**src/rtl/rate_div_pkg.sv**
```systemverilog
package rate_div_pkg;

  // Number of bits needed to hold every value from 0 to term inclusive.
  function automatic int unsigned term_bits(input int unsigned term);
    if (term < 1) return 1;
    return $clog2(term + 1);
  endfunction

endpackage

```
**src/rtl/match_counter.sv**
```systemverilog
module match_counter #(
  parameter int unsigned TERM = 9,
  parameter int unsigned W    = rate_div_pkg::term_bits(TERM)
) (
  input  logic         clk_i,
  input  logic         srst_i,
  input  logic         step_i,
  output logic [W-1:0] count_o,
  output logic         at_term_o
);

  localparam logic [W-1:0] TERM_V = W'(TERM);

  logic [W-1:0] cnt_q;

  // Equality compare; its match selects a synchronous clear on the next step.
  assign at_term_o = (cnt_q == TERM_V);
  assign count_o   = cnt_q;

  always_ff @(posedge clk_i) begin
    if (srst_i)         cnt_q <= '0;
    else if (step_i)    cnt_q <= at_term_o ? '0 : cnt_q + 1'b1;
  end

  a_r2_step: assert property (@(posedge clk_i) disable iff (srst_i)
    (step_i && !at_term_o) |=> (count_o == $past(count_o) + 1'b1));

  a_r3_wrap: assert property (@(posedge clk_i) disable iff (srst_i)
    (step_i && at_term_o) |=> (count_o == '0));

  a_r6_hold: assert property (@(posedge clk_i) disable iff (srst_i)
    !step_i |=> $stable(count_o));

  a_r8_in_range: assert property (@(posedge clk_i) disable iff (srst_i)
    count_o <= TERM_V);

endmodule

```
**src/rtl/toggle_flop.sv**
```systemverilog
module toggle_flop (
  input  logic clk_i,
  input  logic srst_i,
  input  logic flip_i,
  output logic q_o
);

  logic q_q;

  assign q_o = q_q;

  always_ff @(posedge clk_i) begin
    if (srst_i)      q_q <= 1'b0;
    else if (flip_i) q_q <= ~q_q;
  end

  a_r5_flip: assert property (@(posedge clk_i) disable iff (srst_i)
    flip_i |=> (q_o != $past(q_o)));

  a_r6_keep: assert property (@(posedge clk_i) disable iff (srst_i)
    !flip_i |=> $stable(q_o));

endmodule

```
**src/rtl/rate_divider.sv**
```systemverilog
module rate_divider #(
  parameter int unsigned PULSE_TERM = 999_999,
  parameter int unsigned HALF_TERM  = 499_999,
  parameter int unsigned CW         = rate_div_pkg::term_bits(PULSE_TERM)
) (
  input  logic          clk_i,
  input  logic          srst_i,
  input  logic          run_i,
  output logic          strobe_o,
  output logic          square_o,
  output logic [CW-1:0] count_o
);

  localparam int unsigned HW = rate_div_pkg::term_bits(HALF_TERM);

  logic          main_match;
  logic [HW-1:0] half_cnt;
  logic          half_match;
  logic          half_flip;

  // Unbalanced path: the strobe is the comparator output, qualified by the enable.
  match_counter #(.TERM(PULSE_TERM), .W(CW)) u_main (
    .clk_i     (clk_i),
    .srst_i    (srst_i),
    .step_i    (run_i),
    .count_o   (count_o),
    .at_term_o (main_match)
  );

  assign strobe_o = run_i & main_match;

  // Balanced path: a half-period counter drives a toggle flop.
  match_counter #(.TERM(HALF_TERM), .W(HW)) u_half (
    .clk_i     (clk_i),
    .srst_i    (srst_i),
    .step_i    (run_i),
    .count_o   (half_cnt),
    .at_term_o (half_match)
  );

  assign half_flip = run_i & half_match;

  toggle_flop u_wave (
    .clk_i  (clk_i),
    .srst_i (srst_i),
    .flip_i (half_flip),
    .q_o    (square_o)
  );

  // Checked without the reset disable: the reset edge itself is what is checked.
  a_r1_reset: assert property (@(posedge clk_i)
    srst_i |=> (count_o == '0 && !square_o && half_cnt == '0));

  a_r4_single: assert property (@(posedge clk_i) disable iff (srst_i)
    strobe_o |=> !strobe_o);

  a_r6_quiet: assert property (@(posedge clk_i) disable iff (srst_i)
    !run_i |-> !strobe_o);

  a_r7_no_toggle_in_reset: assert property (@(posedge clk_i)
    (srst_i && run_i) |=> !square_o);

  a_r8_half_range: assert property (@(posedge clk_i) disable iff (srst_i)
    half_cnt <= HW'(HALF_TERM));

endmodule

```
**config.mk**
```make
export PLATFORM = sky130hd
export DESIGN_NAME = rate_divider
export DESIGN_NICKNAME = d
export VERILOG_FILES = /design/src/rtl/rate_div_pkg.sv /design/src/rtl/match_counter.sv /design/src/rtl/toggle_flop.sv /design/src/rtl/rate_divider.sv
export SDC_FILE = /design/constraint.sdc
export NUM_CORES = 1
export LEC_CHECK = 0
export BUFFER_PORTS_ARGS = -buffer_cell sky130_fd_sc_hd__clkbuf_2
export CAP_MARGIN = 20
export CORE_MARGIN = 2
export CORE_UTILIZATION = 50
export DETAILED_ROUTE_END_ITERATION = 10
export PLACE_DENSITY = 0.78
export SYNTH_ARGS = -nofsm -noshare
export SYNTH_HDL_FRONTEND = slang
export SYNTH_SLANG_ARGS = --single-unit
```
**constraint.sdc**
```tcl
create_clock -name clk_i -period 2.6 [get_ports clk_i]
set_clock_uncertainty 0.2 [all_clocks]
set_input_delay 0.52 -clock clk_i [delete_from_list [all_inputs] [get_ports clk_i]]
set_output_delay 0.52 -clock clk_i [all_outputs]
set_load 0.01 [all_outputs]
```
==> results.md <==
* Critical Path RT at 1.88 ns
* Share of the yosys chip area belonging to registers at 43.9%
* Worst hold stages at 2
* Worst vdd ir at 421 uV
* DR pass1 iterations at 4
* GP Congestion at 0.778
* Die X at 64.4 um
* Slowest-stage cell, CP: dfxtp_1
* Cell Chain, Critical Path: and3_1 > nand2_1 > nor3_1 > clkbuf_2
* FF-to-FF path depth at 4
* Number of cells on the critical path at 4
* Status: complete, no violations
* Drt wl/cell at 12.5 um
* Die Ht at 64.4 um
* Final Setup Violations at 0
* Cell taking the most area after synthesis: dfxtp_1
* Mapped Cells at 209
* Mapped cell area at 1820 sq um
* N_diodes at 0
* Met2 WL at 1690 um
* Clk root buf: clkbuf_4
* Mapped Nets at 214
* Comb power frac at 4.3%
* CTS resizes at 0
* Largest net degree at the start of global routing at 19
* Total track usage at 19.5%
* H-tree depth at 2
* Tightest Hold Check Type: input port to register
* Vias in the first global route at 1431
* Flop2flop setup slack at 0.32 ns
* First-pass GRT wire length at 6270 um
* EDFF count, synth at 0
* Crit start category: register
* Switching share of total power at 23.3%
* Worst Path Arrival at 1.68 ns
* Hold Fails Final Rpt at 0
* LEAKAGE at 0.733 nW
* IO buf count at 24
* Starting Density at 53.4%
* Sequential share of power at 65.3%
* Final antenna-violating net count at 0
* Residual DRC count at 0
* Row count at 21
* Clock Sinks at 40
* Pwr Density at 467 nW/um^2
* Maximum fanout along the worst path at 9
* Hold Buf Count CTS at 0
* Num ports at 25
* Clock power share at 30.4%
* Asr flop ratio synth at 0%
* Fin crit period at 2.40 ns
* Inserted Clock Buffers at 5
* Synthesis-to-layout area growth at 12.7%
* Worst slew pin tran at 0.459 ns
* Clock Tree Buf Depth at 2
* Flop and latch count out of synthesis at 40
* # fillers at 317
* CP delay by family, top: simple AND/OR/NAND/NOR gates
* Count leader, synth: dfxtp_1
* # placed instances at 276
* DRT Wirelength at 3550 um
* DP HPWL at 2620 um
* Worst rel slew slack at 69.3%
* Non-Filler Instances at 283
* CP peak stage delay at 0.41 ns
* Area contributors post-synth: dfxtp_1 (44%), xor2_1 (7.2%), nor2_1 (5.8%)
* Initial antenna violation count at 0
* Min Hold Slack at 0.178 ns
* RSZ-0062 raised after global routing: no
* Maxcap violations at 0
* Post-synthesis cell type count at 30
* Number of synthesis warnings at 0
* Via count at 1580
* Area fraction of the dominant cell type after synthesis at 43.9%
* Routed wl met3 at 136 um
* Post-CTS Setup Inserts at 0
* Layout cells sized above 1 at 16.5%
* Worst-Skew Late Latency at 0.35 ns
* Tot Pwr at 0.960 mW
* Nets at 242
* Critical path type: register to primary output
* Mean Syn Cell Area at 8.73 sq um
* Sw power at 0.224 mW
* Worst Path Buf+Inv at 1
* Worst-path clk slew at 0.11 ns
* Period utilization at 92.1%
* Pint at 0.736 mW
* 1st-iter DRT viols at 119
* Core Area at 3420 sq um
* Synth top cells by count: dfxtp_1 (40), nor2_1 (28), xor2_1 (15), a21oi_1 (13), nand4_1 (13)
* CP Capture Type: primary output
* Max-slew violations at 0
* Top Layer Used: met4
* M1 WL at 1650 um
* GRT overflow at 0
* Fin Setup TNS at 0 ns
* Drt via density at 5.58
* Most used flip-flop cell after synthesis: dfxtp_1
* Die area at 4150 sq um
* CTS tree: done
* Max Clock Freq at 418 MHz
==> power by group through the flow <==
| stage | clock network (mW) | registers (mW) | logic [mW] |
|---|---|---|---|
| final | 0.292 | 0.626 | 0.0416 |
| after global routing | 0.334 | 0.628 | 0.0483 |
| after CTS | 0.301 | 0.627 | 0.0425 |
| after detailed placement | 0 | 0.640 | 0.0426 |
| after global placement | 0 | 0.640 | 0.0408 |
| after floorplan | 0 | 0.641 | 0.0269 |
==> layout make-up <==
cell class	count	area [sq um]	area share, %
Tap cell	46	57.6	2.80
Timing Repair Buffer	29	158	7.67
Clock buffer	6	41.3	2.01
Inverter	6	22.5	1.10
Clock inverter	1	5.00	0.243
Multi-Input combinational cell	155	971	47.2
Sequential cell	40	801	39.0
==> metrics by stage <==
| stage | util [%] | instance area (sq um) | setup WS [ns] |
|---|---|---|---|
| after floorplan | - | 1820 | 0.435 |
| after global placement | 58.8 | 2010 | 0.330 |
| after detailed placement | 58.8 | 2010 | 0.300 |
| after CTS | 60.2 | 2060 | 0.166 |
| after global routing | 60.2 | 2060 | 0.0399 |
| final | 60.2 | 2060 | 0.205 |
==> flip-flops by register name, summed over array words and instances (netlist names) <==
register and flops:
u_main.count_o 20, u_half.count_o 19, u_wave.q_o 1
==> placed cells by master (no fill, tap or decap), types with 2 or more instances in the layout <==
master	instances
a21oi_1	13
and3_1	4
and4_1	3
buf_4	5
clkbuf_2	24
clkbuf_4	5
dfxtp_1	40
ha_1	2
inv_1	6
mux2i_1	2
nand2_1	10
nand3_1	10
nand4_1	13
nor2_1	28
nor3_1	4
nor4_1	3
o21ai_0	7
o31ai_1	6
or3_1	7
or4_1	9
xnor2_1	10
xor2_1	15
==> final timing paths <==
path / from / to
setup / recovery: u_main.count_o[3]$_SDFFE_PP0P_ / strobe_o
hold / removal: srst_i / u_half.count_o[4]$_SDFFE_PP0P_
setup reg to reg: u_half.count_o[10]$_SDFFE_PP0P_ / u_half.count_o[5]$_SDFFE_PP0P_
hold reg to reg: u_half.count_o[18]$_SDFFE_PP0P_ / u_half.count_o[18]$_SDFFE_PP0P_
==> routing by layer <==
metal / global-route usage, % / vias up
met1: 24.3 / 742
met5: 0 / -
met2: 31.5 / 27
met4: 9.57 / 0
li1: - / 803
met3: 4.40 / 8
==> cells by family after synthesis <==
logic type,synth area share [%]
simple gates,29.2
flops,43.9
compound gates,9.26
xor+xnor,12.0
buf+inv,3.15
mux,1.10
fa+ha+maj,1.37
Power figures use the tool's default switching activity.
